[config.mk]
export PLATFORM = sky130hd
export DESIGN_NAME = idx_addr_seq
export DESIGN_NICKNAME = d
export VERILOG_FILES = /design/src/rtl/idxseq_pkg.sv /design/src/rtl/idxseq_add.sv /design/src/rtl/idxseq_fsm.sv /design/src/rtl/idxseq_out.sv /design/src/rtl/idx_addr_seq.sv
export SDC_FILE = /design/constraint.sdc
export NUM_CORES = 1
export LEC_CHECK = 0
export BUFFER_PORTS_ARGS = -buffer_cell sky130_fd_sc_hd__buf_4
export CORE_AREA = 3 3 82 143
export DETAILED_ROUTE_END_ITERATION = 16
export DIE_AREA = 0 0 85 146
export PLACE_DENSITY_LB_ADDON = 0.25
export SETUP_SLACK_MARGIN = 0.05
export SYNTH_ARGS = -nofsm -noshare
export SYNTH_HDL_FRONTEND = slang
export SYNTH_SLANG_ARGS = --single-unit
export TNS_END_PERCENT = 20
[constraint.sdc]
create_clock -name clk -period 3 [get_ports clk]
set_input_delay 0.3 -clock clk [delete_from_list [all_inputs] [get_ports clk]]
set_output_delay 0.3 -clock clk [all_outputs]
set_load 0.05 [all_outputs]
[src/rtl/idxseq_pkg.sv]
package idxseq_pkg;
    typedef enum logic [2:0] {
        ST_IDLE,
        ST_LO,
        ST_HI,
        ST_SPEC,
        ST_FIX,
        ST_WB_OLD,
        ST_WB_NEW
    } seq_state_e;
endpackage

[src/rtl/idxseq_add.sv]
// Shared byte adder: low+index in one cycle, high+carry in the next.
module idxseq_add #(
    parameter int W = 8
) (
    input  logic [W-1:0] a,
    input  logic [W-1:0] b,
    input  logic         cin,
    output logic [W-1:0] sum,
    output logic         cout
);
    logic [W:0] full;
    assign full = {1'b0, a} + {1'b0, b} + {{W{1'b0}}, cin};
    assign sum  = full[W-1:0];
    assign cout = full[W];
endmodule

[src/rtl/idxseq_fsm.sv]
module idxseq_fsm
    import idxseq_pkg::*;
(
    input  logic       clk,
    input  logic       rst_n,
    input  logic       start,
    input  logic       rmw,
    input  logic       carry,
    output seq_state_e state
);
    seq_state_e nxt;

    always_ff @(posedge clk or negedge rst_n) begin
        if (!rst_n) state <= ST_IDLE;
        else        state <= nxt;
    end

    always_comb begin
        nxt = state;
        unique case (state)
            ST_IDLE:   if (start) nxt = ST_LO;
            ST_LO:     nxt = ST_HI;
            ST_HI:     nxt = ST_SPEC;
            ST_SPEC:   nxt = (rmw || carry) ? ST_FIX : ST_IDLE;
            ST_FIX:    nxt = rmw ? ST_WB_OLD : ST_IDLE;
            ST_WB_OLD: nxt = ST_WB_NEW;
            ST_WB_NEW: nxt = ST_IDLE;
            default:   nxt = ST_IDLE;
        endcase
    end
endmodule

[src/rtl/idxseq_out.sv]
module idxseq_out
    import idxseq_pkg::*;
#(
    parameter int DW = 8,
    localparam int AW = 2 * DW
) (
    input  seq_state_e    state,
    input  logic [AW-1:0] pc_q,
    input  logic [DW-1:0] sum_lo_q,
    input  logic [DW-1:0] hi_q,
    input  logic [DW-1:0] hi_fix_q,
    input  logic          carry_q,
    input  logic          rmw_q,
    output logic [AW-1:0] addr,
    output logic          wr,
    output logic          done
);
    logic [DW-1:0] page;
    assign page = carry_q ? hi_fix_q : hi_q;

    always_comb begin
        addr = pc_q;
        wr   = 1'b0;
        done = 1'b0;
        unique case (state)
            ST_IDLE: addr = pc_q;
            ST_LO:   addr = pc_q;
            ST_HI:   addr = pc_q + AW'(1);
            ST_SPEC: begin
                addr = {hi_q, sum_lo_q};
                done = !rmw_q && !carry_q;
            end
            ST_FIX: begin
                addr = {page, sum_lo_q};
                done = !rmw_q;
            end
            ST_WB_OLD: begin
                addr = {page, sum_lo_q};
                wr   = 1'b1;
            end
            ST_WB_NEW: begin
                addr = {page, sum_lo_q};
                wr   = 1'b1;
                done = 1'b1;
            end
            default: addr = pc_q;
        endcase
    end
endmodule

[src/rtl/idx_addr_seq.sv]
module idx_addr_seq
    import idxseq_pkg::*;
#(
    parameter int DW = 8,
    localparam int AW = 2 * DW
) (
    input  logic          clk,
    input  logic          rst_n,
    input  logic          start,
    input  logic          rmw_mode,
    input  logic [AW-1:0] pc_in,
    input  logic [DW-1:0] index,
    input  logic [DW-1:0] data_in,
    output logic [AW-1:0] addr,
    output logic          wr,
    output logic          done
);
    seq_state_e    state_q;
    logic [AW-1:0] pc_q;
    logic [DW-1:0] idx_q, lo_q, hi_q, sum_lo_q, hi_fix_q;
    logic          rmw_q, carry_q;
    logic [DW-1:0] add_a, add_b, add_sum;
    logic          add_cin, add_cout;

    // Adder operand select: index add in ST_HI, page increment otherwise
    always_comb begin
        if (state_q == ST_HI) begin
            add_a   = lo_q;
            add_b   = idx_q;
            add_cin = 1'b0;
        end else begin
            add_a   = hi_q;
            add_b   = '0;
            add_cin = carry_q;
        end
    end

    idxseq_add #(.W(DW)) u_add (
        .a(add_a), .b(add_b), .cin(add_cin), .sum(add_sum), .cout(add_cout)
    );

    always_ff @(posedge clk or negedge rst_n) begin
        if (!rst_n) begin
            pc_q     <= '0;
            idx_q    <= '0;
            rmw_q    <= 1'b0;
            lo_q     <= '0;
            hi_q     <= '0;
            sum_lo_q <= '0;
            hi_fix_q <= '0;
            carry_q  <= 1'b0;
        end else begin
            unique case (state_q)
                ST_IDLE: if (start) begin
                    pc_q  <= pc_in;
                    idx_q <= index;
                    rmw_q <= rmw_mode;
                end
                ST_LO: lo_q <= data_in;
                ST_HI: begin
                    sum_lo_q <= add_sum;
                    carry_q  <= add_cout;
                    hi_q     <= data_in;
                end
                ST_SPEC: hi_fix_q <= add_sum;
                default: ;
            endcase
        end
    end

    idxseq_fsm u_fsm (
        .clk(clk), .rst_n(rst_n), .start(start),
        .rmw(rmw_q), .carry(carry_q), .state(state_q)
    );

    idxseq_out #(.DW(DW)) u_out (
        .state(state_q), .pc_q(pc_q), .sum_lo_q(sum_lo_q), .hi_q(hi_q),
        .hi_fix_q(hi_fix_q), .carry_q(carry_q), .rmw_q(rmw_q),
        .addr(addr), .wr(wr), .done(done)
    );
endmodule

* Yosys cells after proc, flatten, opt, wreduce, memory -nomap -nowiden *
Index checks and enable logic that the tools add are counted.

cells by class
  add/subtract/negate cells = 3
  multipliers = 0
  equal/unequal tests = 7
  bitwise logic cells = 0
  div/mod/pow operators = 0
  $lt $le $gt $ge = 0
  reduce and logical (&&, ||, !) cells = 8
  mux-type cells = 11
  shifts and indexed selects = 0

operators by type and width
  cell                                                                   count
  16-bit one-hot mux with 3 select lines                                 1
  8-bit two-way mux                                                      3
  3-bit one-hot mux with 6 select lines                                  1
  16-bit by 1-bit adder with 16-bit output, second input constant        1
  8-bit by 8-bit adder with 9-bit output                                 1
  9-bit by 1-bit adder with 9-bit output                                 1
  3-bit equality test, second input constant                             3
  3-bit two-way mux                                                      3
  3-bit by 2-bit equality test with 1-bit output, second input constant  2
  3-bit by 1-bit equality test with 1-bit output, second input constant  1
  3-bit zero test                                                        1
  1-bit one-hot mux with 3 select lines                                  1
  3-bit OR reduction                                                     1
  1-bit zero test                                                        2
  1-bit two-way mux                                                      2
  2-bit inequality test, second input constant                           1
  2-bit AND reduction                                                    1
  2-bit OR reduction                                                     1
  1-bit logical AND                                                      1
  1-bit logical OR                                                       1

word-level totals
  memory bits (read-only) = 0
  bits in latches = 0
  bits in writable memories = 0
  word-level logic and storage cells = 38
  flip-flop bits (word level) = 61
  memories kept = 0
  input port bits = 36
  output and inout bits = 18

* Longest topological paths before layout *
Gate-level depths: netlist of the first run.

  word-level depth = 4
  depth in mapped cells = 13
  depth with buffers taken out = 11

* Cells and area by module *
From an unflattened synthesis of the first run, not the netlist that was laid out.

unflattened totals
  cells, all modules = 347
  area, all modules = 3,920.0 µm²

by module, submodules not included
  module        instances  area an instance (µm²)  cells an instance
  idx_addr_seq  1          2,372.3                 142
  idxseq_out    1          1,083.5                 153
  idxseq_add    1          331.6                   40
  idxseq_fsm    1          132.6                   12

* Least setup slack after synthesis of the first run *
OpenSTA, ideal clock, no wires.

  path type = register to register
  start point = register u_fsm.state[2]
  end point = register hi_fix_q[6]
  library setup time = 95 ps
  arrival = 2,720 ps
  path buffers = 2
  data required time = 2,905 ps
  setup slack = 184 ps
  cell stages (with the launch flop) = 14
  clock period less this slack = 2,816 ps
  cell sequence = dfrtp_1 > buf_6 > clkinv_2 > nand2_1 > nor2_1 > clkbuf_1 > nand2_1 > fa_1 > fa_1 > nor2b_1 > o31a_1 > o21a_1 > nor3_1 > o31ai_1

between the ends
  word-level cells in the longest chain between the ends = 4

RTL lines
  item                                            line                RTL
  from (decl)                                     idxseq_fsm.sv:9     output seq_state_e state
  from (signal assigned)                          idxseq_fsm.sv:15    else state <= nxt;
  3-bit by 2-bit equality test with 1-bit output  idx_addr_seq.sv:27  if (state_q == ST_HI) begin
  8-bit two-way mux                               idx_addr_seq.sv:27
  8-bit by 8-bit adder with 9-bit output          idxseq_add.sv:12    assign full = {1'b0, a} + {1'b0, b} + {{W{1'b0}}, cin};
  9-bit by 1-bit adder with 9-bit output          idxseq_add.sv:12
  to (signal assigned)                            idx_addr_seq.sv:65  ST_SPEC: hi_fix_q <= add_sum;
  to (decl)                                       idx_addr_seq.sv:20  logic [DW-1:0] idx_q, lo_q, hi_q, sum_lo_q, hi_fix_q;

Parallel ways exist; a longest one is shown, timed or not.
A chain may end at the register's enable or synchronous reset.

* Final worst setup path of the first run *
  start point = register u_fsm.state[2]
  end point = register sum_lo_q[6]

between the ends
  word-level cells in the longest chain between the ends = 4

RTL lines
  item                                                line                                    RTL
  3-bit by 2-bit equality test with 1-bit output (*)  idx_addr_seq.sv:27, idx_addr_seq.sv:53
  8-bit two-way mux                                   idx_addr_seq.sv:27
  8-bit by 8-bit adder with 9-bit output              idxseq_add.sv:12
  9-bit by 1-bit adder with 9-bit output              idxseq_add.sv:12
  to (signal assigned)                                idx_addr_seq.sv:61                      sum_lo_q <= add_sum;
  to (decl)                                           idx_addr_seq.sv:20

Mark *: on every way between the ends. The rest lies on a longest branch, timed or not.

==> results.sh, run 1 <==
export IMPL_outcome="finished, final reports clean"
export IMPL_synthXorXnorAreaFrac=0.00707
export IMPL_synthSimpleGateAreaFrac=0.173
export IMPL_dp_hpwl_um=7480
export IMPL_rows=50
export IMPL_cts_tree="done"
export IMPL_hold_buffers=0
export IMPL_cts_max_path_buffers=2
export IMPL_min_path_type="in2async"
export IMPL_portBuffers=53
export IMPL_hold_violations=0
export IMPL_tightest_slew_ns=0.810
export IMPL_ios=54
export IMPL_whs_ns=0.0479
export IMPL_ant_nets=0
export IMPL_first_pass_iters=4
export IMPL_synth_mux_area_frac=0.142
export IMPL_dieArea_mm2=0.0124
export IMPL_multiInputGateArea_mm2=0.00204
export IMPL_ys_seq_area_frac=0.411
export IMPL_clock_sink_count=61
export IMPL_routed_wl_um=9820
export IMPL_synthFlopType="dfrtp_1"
export IMPL_worstSetupEndpointType="register"
export IMPL_grt_overflow_total=0
export IMPL_yosysTopAreaCell="dfrtp_1"
export IMPL_gr_usage_all_layers=0.166
export IMPL_r2r_setup_slack_ns=0.27
export IMPL_synth_top_family_by_area="compound AO/OA/AOI/OAI gates"
export IMPL_seqCellArea_mm2=0.00153
export IMPL_drive_above_1_share=0.293
export IMPL_startpoint_type="register"
export IMPL_skew_ns=0.00509
export IMPL_detail_route_wl_per_cell_um=17.1
export IMPL_setup_tns_ns=0
export IMPL_finalNonFillerCells=574
export IMPL_cts_root_buf="clkbuf_16"
export IMPL_die_width_um=85
export IMPL_via_per_inst=5.35
export IMPL_use_met1=0.180
export IMPL_synth_cell_types=58
export IMPL_fin_crit_sh=0.910
export IMPL_via_count=3072
export IMPL_maxSlewHeadroom=0.460
export IMPL_ys_warn_count=0
export IMPL_synthCells=388
export IMPL_final_fill_count=1067
export IMPL_diodes=0
export IMPL_htreeDepth=3
export IMPL_min_period_ns=2.73
export IMPL_cts_buffers=9
export IMPL_r2r_cells=9
export IMPL_antenna_found_initial=0
export IMPL_grt_pass1_wl_um=16400
export IMPL_use_met3=0.0295
export IMPL_dp_cells=558
export IMPL_setup_viol=0
export IMPL_drv_cap=0
export IMPL_worstPathMaxFanout=36
export IMPL_max_freq_ghz=0.366
export IMPL_fp_dieH_um=146
export IMPL_grt_use_met2=0.304
export IMPL_grt_pass1_vias=3258
export IMPL_ys_top_cells_by_area="dfrtp_1, mux2_2, nand2_1, mux2i_1, o21ai_0"
export IMPL_syn_to_final_growth_pct=22.0
export IMPL_syn_nets=434
export IMPL_synth_top_area_share=0.411
export IMPL_design_area_mm2=0.00454
export IMPL_async_reset_ff_frac=1.00
export IMPL_synthesis_area_mm2=0.00372
export IMPL_clkLatencyLatePin_ns=0.33
export IMPL_critical_path_class="reg2reg"
export IMPL_drt_iter0_markers=177
export IMPL_cp_required_ns=3.24
export IMPL_synth_compound_area_frac=0.186
export IMPL_timing_rr_end="sum_lo_q[6]"
export IMPL_drc=0
export IMPL_grt_max_degree=62
export IMPL_rsz0062_at_grt="no"
export IMPL_maxSlewViolCount=0
export IMPL_place_gp_congestion=0.837
export IMPL_crit_arrival_ns=2.97
export IMPL_start_util=0.347
export IMPL_cts_clk_slew_worst_paths_ns=0.05
export IMPL_top_usage_layer="met2"
export IMPL_worstReg2RegStart="u_fsm.state[2]"
export IMPL_synth_edf_count=0
export IMPL_yosys_area_share_adder=0.0377
export IMPL_dpl_cell_area_mm2=0.00422
export IMPL_nets=485
export IMPL_avgSynthCellArea_um2=9.58
export IMPL_fp_coreArea_mm2=0.0107
export IMPL_synth_seq_cells=61
timing repair:
| item | in CTS | in global routing |
|---|---|---|
| endpoints found under the hold margin | 0 | 0 |
| gates resized for setup | 0 | 3 |
| setup endpoints to repair | 0 | 3 |
| setup buffers | 0 | 0 |
layout make-up:
type                       count  share of cell area
tap                          130              0.0359
inverter                       4             0.00359
multi-input combinational    300               0.449
clock buffer                  10              0.0527
clock inverter                 6              0.0157
sequential                    61               0.336
timing repair buffer          63               0.107
sequential cells by signal, summed over array words and instances, names as in the netlist:
signal       count
carry_q          1
hi_fix_q         8
hi_q             8
idx_q            8
lo_q             8
pc_q            16
rmw_q            1
sum_lo_q         8
u_fsm.state      3
synth_stat cells (all sizes together) (6+ instances only):
library cell,instances
ha,8
dfrtp,61
buf,17
mux2,37
mux2i,11
nor2,16
and3,8
clkbuf,6
a21oi,15
nand2,95
o21a,11
o21ai,23
logic make-up after synthesis:
logic type      after synthesis
simple gates                141
buf+inv                      27
flops                        61
mux                          48
compound gates               98
xor+xnor                      3
fa+ha+maj                    10
per-stage QoR:
step	util	setup WS (ns)
after floorplan	-	0.184
final	0.424	0.270
after CTS	0.423	0.168
after detailed placement	0.394	0.181
after global placement	0.394	0.255
after global routing	0.424	0.0593
layer usage:
layer | routed length, um | part of all wire
met1 | 3810 | 0.39
met5 | 0 | 0
met3 | 296 | 0.030
met4 | 347 | 0.035
met2 | 5370 | 0.55
how the worst max path moves through the flow:
stage                         from     endpoint  slack, ns  cells past startpoint
floorplan           u_fsm.state[2]  hi_fix_q[6]       0.18                     13
global placement    u_fsm.state[1]  hi_fix_q[6]       0.26                     11
detailed placement  u_fsm.state[1]  hi_fix_q[6]       0.18                     11
CTS                 u_fsm.state[1]  sum_lo_q[6]       0.17                     11
global route        u_fsm.state[2]  sum_lo_q[6]       0.06                      9
finish              u_fsm.state[2]  sum_lo_q[6]       0.27                      9
worst max-delay path: stages (launching register included):
cell and delay [ns]:
dfrtp_1 0.37, buf_4 0.41, nor2_1 0.20, and3_1 0.23, ha_1 0.32, nor2b_1 0.16
o31a_1 0.34, o21a_1 0.20, o21a_1 0.18, o31ai_1 0.21
cells in the final DEF (no fill, tap or decap), types with 3 or more instances in the layout:
cell	count
nor3_1	4
ha_1	8
mux2_2	36
a32oi_1	4
a21o_1	4
a31oi_1	4
a21oi_1	15
nand2_1	93
buf_4	62
and2_1	3
clkbuf_16	9
o21ai_0	21
dfrtp_1	61
o31ai_1	5
mux2i_1	11
a22o_1	3
nand3_1	4
o21a_1	11
a211oi_1	4
a221oi_1	5
nor2_1	13
a32o_1	3
o22ai_1	3
and3_1	8
Power of run 1 is left out: the tool's default activity adds up to more than one toggle a clock period on the data nets, which glitch-free logic cannot reach.
==> inputs of run 2 (changes only) <==
ABC_AREA = 1   (was default)
CORE_AREA = 3 3 82 142   (was 3 3 82 143)
DIE_AREA = 0 0 85 145   (was 0 0 85 146)
==> run 2 against run 1 <==
  * Via count is 8.7% higher
  * Sequential share of layout area is 0.79 points higher
  * Utilization is 0.94 points lower
  * Highest routed layer unchanged
  * Synthesized cell count is 27% higher
  * Clock skew is 0.0049 ns higher
  * Cell area is 2.2% lower
  * Register-to-register slack better by 0.096 ns
  * Worst setup slack better by 0.096 ns
  * Synthesized area is 1.9% lower
  * Global-route usage is 0.80 points lower
  * Die area is 0.68% lower
  * Critical path depth is 5 higher
==> results.sh, run 2 <==
export IMPL_cp_slowest_stage_delay_ns=0.45
export IMPL_seqCellArea_mm2=0.00153
export IMPL_fp_coreArea_mm2=0.0107
export IMPL_cts_buffers=9
export IMPL_synthFlopType="dfrtp_1"
export IMPL_regMostFlops="pc_q"
export IMPL_synth_cell_types=30
export IMPL_hold_violations=0
export IMPL_cts_resized=0
export IMPL_via_count=3338
export IMPL_grt_overflow_total=0
export IMPL_cts_clk_slew_worst_paths_ns=0.06
export IMPL_first_pass_iters=4
export IMPL_cts_setup_buffers=0
export IMPL_final_fill_count=1135
export IMPL_maxSlewHeadroom=0.478
export IMPL_worstSetupEndpointType="register"
export IMPL_fin_crit_sh=0.878
export IMPL_nets=591
export IMPL_drive_above_1_share=0.175
export IMPL_cp_num_buf_inv=3
export IMPL_async_reset_ff_frac=1.00
export IMPL_die_width_um=85
export IMPL_yosysMostFrequentCell="nand2_1"
export IMPL_cts_tree="done"
export IMPL_syn_to_final_growth_pct=21.6
export IMPL_htreeDepth=3
export IMPL_diodes=0
export IMPL_ant_nets=0
export IMPL_startpoint_type="register"
export IMPL_layout_common_cells="nand2_1, inv_1, dfrtp_1, buf_4, o21ai_0"
export IMPL_routed_wl_um=9160
export IMPL_setup_tns_ns=0
export IMPL_synth_edf_count=0
export IMPL_skew_ns=0.0100
export IMPL_outcome="finished, final reports clean"
export IMPL_grt_max_degree=62
export IMPL_critical_path_class="reg2reg"
export IMPL_ys_warn_count=0
export IMPL_avgSynthCellArea_um2=7.38
export IMPL_via_per_inst=4.91
export IMPL_critical_path_cell_chain="nor2_1 -> nand2_2 -> inv_1 -> nand2_1 -> nand2_1 -> inv_1 -> fa_1 -> fa_1 -> inv_1 -> nand3_1 -> nand3_1 -> xor2_1 -> nand2_1 -> nand2_1"
export IMPL_syn_nets=540
export IMPL_place_gp_congestion=0.790
export IMPL_synthCells=494
export IMPL_cp_required_ns=3.26
export IMPL_rsz0062_at_grt="no"
export IMPL_grt_pass1_wl_um=15700
export IMPL_synthesis_area_mm2=0.00365
export IMPL_yosysTopAreaCell="dfrtp_1"
export IMPL_drv_cap=0
export IMPL_ios=54
export IMPL_drt_iter0_markers=152
export IMPL_fp_dieH_um=145
export IMPL_grt_pass1_vias=3321
export IMPL_cts_root_buf="clkbuf_16"
export IMPL_antenna_found_initial=0
export IMPL_synth_seq_cells=61
export IMPL_min_period_ns=2.63
export IMPL_dp_hpwl_um=7010
export IMPL_multiInputGateArea_mm2=0.00178
export IMPL_maxSlewViolCount=0
export IMPL_path_delay_family="adder cells"
export IMPL_ys_top_cells_by_area="dfrtp_1, nand2_1, o21ai_0, inv_1, nand3_1"
export IMPL_drc=0
export IMPL_rows=50
export IMPL_crit_arrival_ns=2.90
export IMPL_start_util=0.341
export IMPL_synth_common_cells="nand2_1, dfrtp_1, inv_1"
export IMPL_cpMostUsedCell="nand2_1"
export IMPL_tightest_slew_ns=0.783
export IMPL_worstPathMaxFanout=7
export IMPL_synth_top_area_share=0.419
export IMPL_crit_slowest_cell="dfrtp_2"
export IMPL_max_freq_ghz=0.380
export IMPL_gr_usage_all_layers=0.158
export IMPL_dieArea_mm2=0.0123
export IMPL_hold_buffers=0
export IMPL_clock_sink_count=61
export IMPL_clkLatencyLatePin_ns=0.33
export IMPL_setup_viol=0
export IMPL_ys_seq_area_frac=0.419
export IMPL_layout_commonest_cell="nand2_1"
export IMPL_detail_route_wl_per_cell_um=13.5
export IMPL_cts_max_path_buffers=2
export IMPL_portBuffers=53
export IMPL_min_path_type="in2async"
export IMPL_largest_reg_flops=16
-- run 2: cell count changes in the layout (fill, tap and decap cells not counted), moves of 24 or more --
cell     change
mux2_2      -24
inv_1       +58
o21ai_0     +27
nand2_1     +59
nand3_1     +37
nor2_1      +26
-- run 2: metrics by stage --
step / hold WS [ns] / util / setup slack (ns) / std cells / cell area, um^2
2_1_floorplan: 0.00441 / - / 0.472 / 494 / 3650
3_3_place_gp: 0.439 / 0.387 / 0.430 / 664 / 4140
3_5_place_dp: 0.440 / 0.387 / 0.334 / 664 / 4140
4_1_cts: 0.0869 / 0.415 / 0.309 / 680 / 4440
5_1_grt: 0.106 / 0.415 / 0.0966 / 680 / 4440
6_report: 0.0384 / 0.415 / 0.366 / 680 / 4440
-- run 2: worst paths after layout --
check                                    start              to  slack (ns)  cells past startpoint
worst max-delay path            u_fsm.state[2]     hi_fix_q[4]        0.37                     14
worst min-delay path                     rst_n        pc_q[10]        0.04                      1
worst max register to register  u_fsm.state[2]     hi_fix_q[4]        0.37                     14
worst min register to register     hi_fix_q[2]     hi_fix_q[2]        0.48                      2
max in group asynchronous                rst_n  u_fsm.state[2]        2.38                      1
min in group clk                     pc_in[11]        pc_q[11]        0.20                      2
-- run 2: kinds of logic after synthesis --
logic type                 Yosys count  synth area share
and+or+nand+nor                    249             0.287
adders and majority gates           10            0.0384
AOI/OAI and AO/OA                   78             0.118
xor gates and xnor gates             3           0.00721
DFF                                 61             0.419
muxes                               12            0.0370
buffers and inverters               81            0.0933
-- run 2: metal layers --
metal  wire length (um)  GRT usage
met5                  0          0
met4                263     0.0729
met3                357     0.0341
met2               5060      0.285
met1               3480      0.172
-- run 2: cell type report --
type                            instances  area share
Sequential cell                        61       0.344
Clock buffer                           12      0.0556
Clock inverter                          4      0.0107
Tap cell                              130      0.0367
Timing Repair Buffer                   58      0.0981
Inverter                               63      0.0533
Multi-Input combinational cell        352       0.401
Power of run 2 is left out for the same reason.
==> inputs of run 3 (changes only) <==
==> constraint.sdc (replaced) <==
create_clock -name clk -period 3 [get_ports clk]
set_input_delay 0.6 -clock clk [delete_from_list [all_inputs] [get_ports clk]]
set_output_delay 0.6 -clock clk [all_outputs]
set_load 0.05 [all_outputs]
==> run 3 against run 2 <==
  * Non-clock buffer count up 1
  * Cell area up 0.65%
  * Highest routed layer unchanged
  * Worst setup slack worse by 0.091 ns
  * Maximum frequency down 3.3%
  * Die area unchanged
  * Via count down 1.4%
  * Critical path type is now reg2out
==> results.sh, run 3 (synthesized netlist as in run 2, its figures left out) <==
export IMPL_via_per_inst=4.83
export IMPL_grt_overflow_total=0
export IMPL_min_path_type="in2async"
export IMPL_antenna_found_initial=0
export IMPL_maxSlewViolCount=0
export IMPL_dp_hpwl_um=7160
export IMPL_layout_commonest_cell="nand2_1"
export IMPL_drive_above_1_share=0.180
export IMPL_cp_num_buf_inv=2
export IMPL_regMostFlops="pc_q"
export IMPL_cts_clk_slew_worst_paths_ns=0.05
export IMPL_crit_slowest_cell="dfrtp_1"
export IMPL_cp_slowest_stage_delay_ns=0.49
export IMPL_worstSetupEndpointType="output pin"
export IMPL_grt_pass1_wl_um=15900
export IMPL_startpoint_type="register"
export IMPL_start_util=0.341
export IMPL_path_delay_family="simple AND/OR/NAND/NOR gates"
export IMPL_cp_required_ns=2.40
export IMPL_first_pass_iters=4
export IMPL_syn_to_final_growth_pct=22.4
export IMPL_clock_sink_count=61
export IMPL_gr_usage_all_layers=0.161
export IMPL_critical_path_class="reg2out"
export IMPL_cts_buffers=9
export IMPL_setup_tns_ns=0
export IMPL_outcome="finished, final reports clean"
export IMPL_hold_buffers=0
export IMPL_cts_max_path_buffers=2
export IMPL_min_period_ns=2.72
export IMPL_fp_dieH_um=145
export IMPL_hold_violations=0
export IMPL_htreeDepth=3
export IMPL_die_width_um=85
export IMPL_critical_path_cell_chain="nand2_1 -> nor2_4 -> inv_2 -> o21ai_0 -> nand3b_1 -> buf_4"
export IMPL_rows=50
export IMPL_clkLatencyLatePin_ns=0.33
export IMPL_fp_coreArea_mm2=0.0107
export IMPL_dieArea_mm2=0.0123
export IMPL_crit_arrival_ns=2.12
export IMPL_drt_iter0_markers=171
export IMPL_cts_root_buf="clkbuf_16"
export IMPL_tightest_slew_ns=0.940
export IMPL_nets=592
export IMPL_detail_route_wl_per_cell_um=13.6
export IMPL_grt_max_degree=62
export IMPL_drv_cap=0
export IMPL_skew_ns=0.00837
export IMPL_max_freq_ghz=0.367
export IMPL_fin_crit_sh=0.908
export IMPL_grt_pass1_vias=3356
export IMPL_cts_tree="done"
export IMPL_drc=0
export IMPL_place_gp_congestion=0.814
export IMPL_rsz0062_at_grt="no"
export IMPL_ant_nets=0
export IMPL_finalWorstSetupSlack_ns=0.275
export IMPL_pre_cts_ws_ns=0.325
export IMPL_ios=54
export IMPL_routed_wl_um=9260
export IMPL_maxSlewHeadroom=0.372
export IMPL_largest_reg_flops=16
export IMPL_via_count=3290
export IMPL_layout_common_cells="nand2_1, inv_1, dfrtp_1, buf_4, o21ai_0"
export IMPL_worstPathMaxFanout=19
export IMPL_diodes=0
export IMPL_portBuffers=53
export IMPL_setup_viol=0
run 3: changes by cell type in the layout (fill, tap and decap cells not counted):
| cell | previous run | this run |
|---|---|---|
| clkbuf_1 | 2 | 0 |
| buf_6 | 0 | 1 |
| clkinvlp_4 | 1 | 0 |
| clkinv_2 | 2 | 3 |
| clkbuf_8 | 1 | 3 |
run 3: per-layer routing:
layer  track usage  share of wire  vias to the layer above
li1              -              -                     1684
met1         0.175           0.38                     1515
met2         0.291           0.55                       70
met3        0.0290          0.041                       21
met4        0.0808          0.036                        0
met5             0              0                        -
run 3: worst register-to-register path, delay by kind of cell (launching register included):
kind	cells	cell delay, ns
XOR/XNOR	1	0.20
AND/OR/NAND/NOR	7	0.69
adder cells (fa/ha/maj)	2	0.84
flip-flops	1	0.46
buffers and inverters	3	0.38
run 3: worst paths after layout:
kind | startpoint | slack (ns) | cells past startpoint | endpoint
setup reg to reg | u_fsm.state[2] | 0.38 | 13 | sum_lo_q[4]
setup / recovery | u_fsm.state[1] | 0.28 | 6 | addr[8]
hold reg to reg | lo_q[0] | 0.48 | 2 | lo_q[0]
min in group clk | lo_q[0] | 0.48 | 2 | lo_q[0]
hold / removal | rst_n | 0.34 | 1 | pc_q[12]
max in group asynchronous | rst_n | 2.07 | 1 | u_fsm.state[0]
run 3: per-stage QoR:
stage / utilization / instances / hold slack (ns) / cell area, um^2
floorplan: - / 494 / 0.304 / 3650
global placement: 0.388 / 665 / 0.467 / 4150
detailed placement: 0.388 / 665 / 0.465 / 4150
CTS: 0.417 / 681 / 0.392 / 4460
global route: 0.417 / 681 / 0.416 / 4470
finish: 0.417 / 681 / 0.342 / 4470
run 3: what timing repair did:
action	4_1_cts	5_1_grt
buffers inserted	0	0
resized for setup	0	2
setup endpoints to repair	0	2
run 3: final cells by class:
| type | count | area [um^2] |
|---|---|---|
| sequential | 61 | 1530 |
| timing repair buffer | 59 | 447 |
| fill | 1131 | 6230 |
| inverter | 63 | 236 |
| multi-input combinational | 352 | 1780 |
| clock inverter | 4 | 45.0 |
| tap | 130 | 163 |
| clock buffer | 12 | 267 |
Power of run 3 is left out for the same reason.
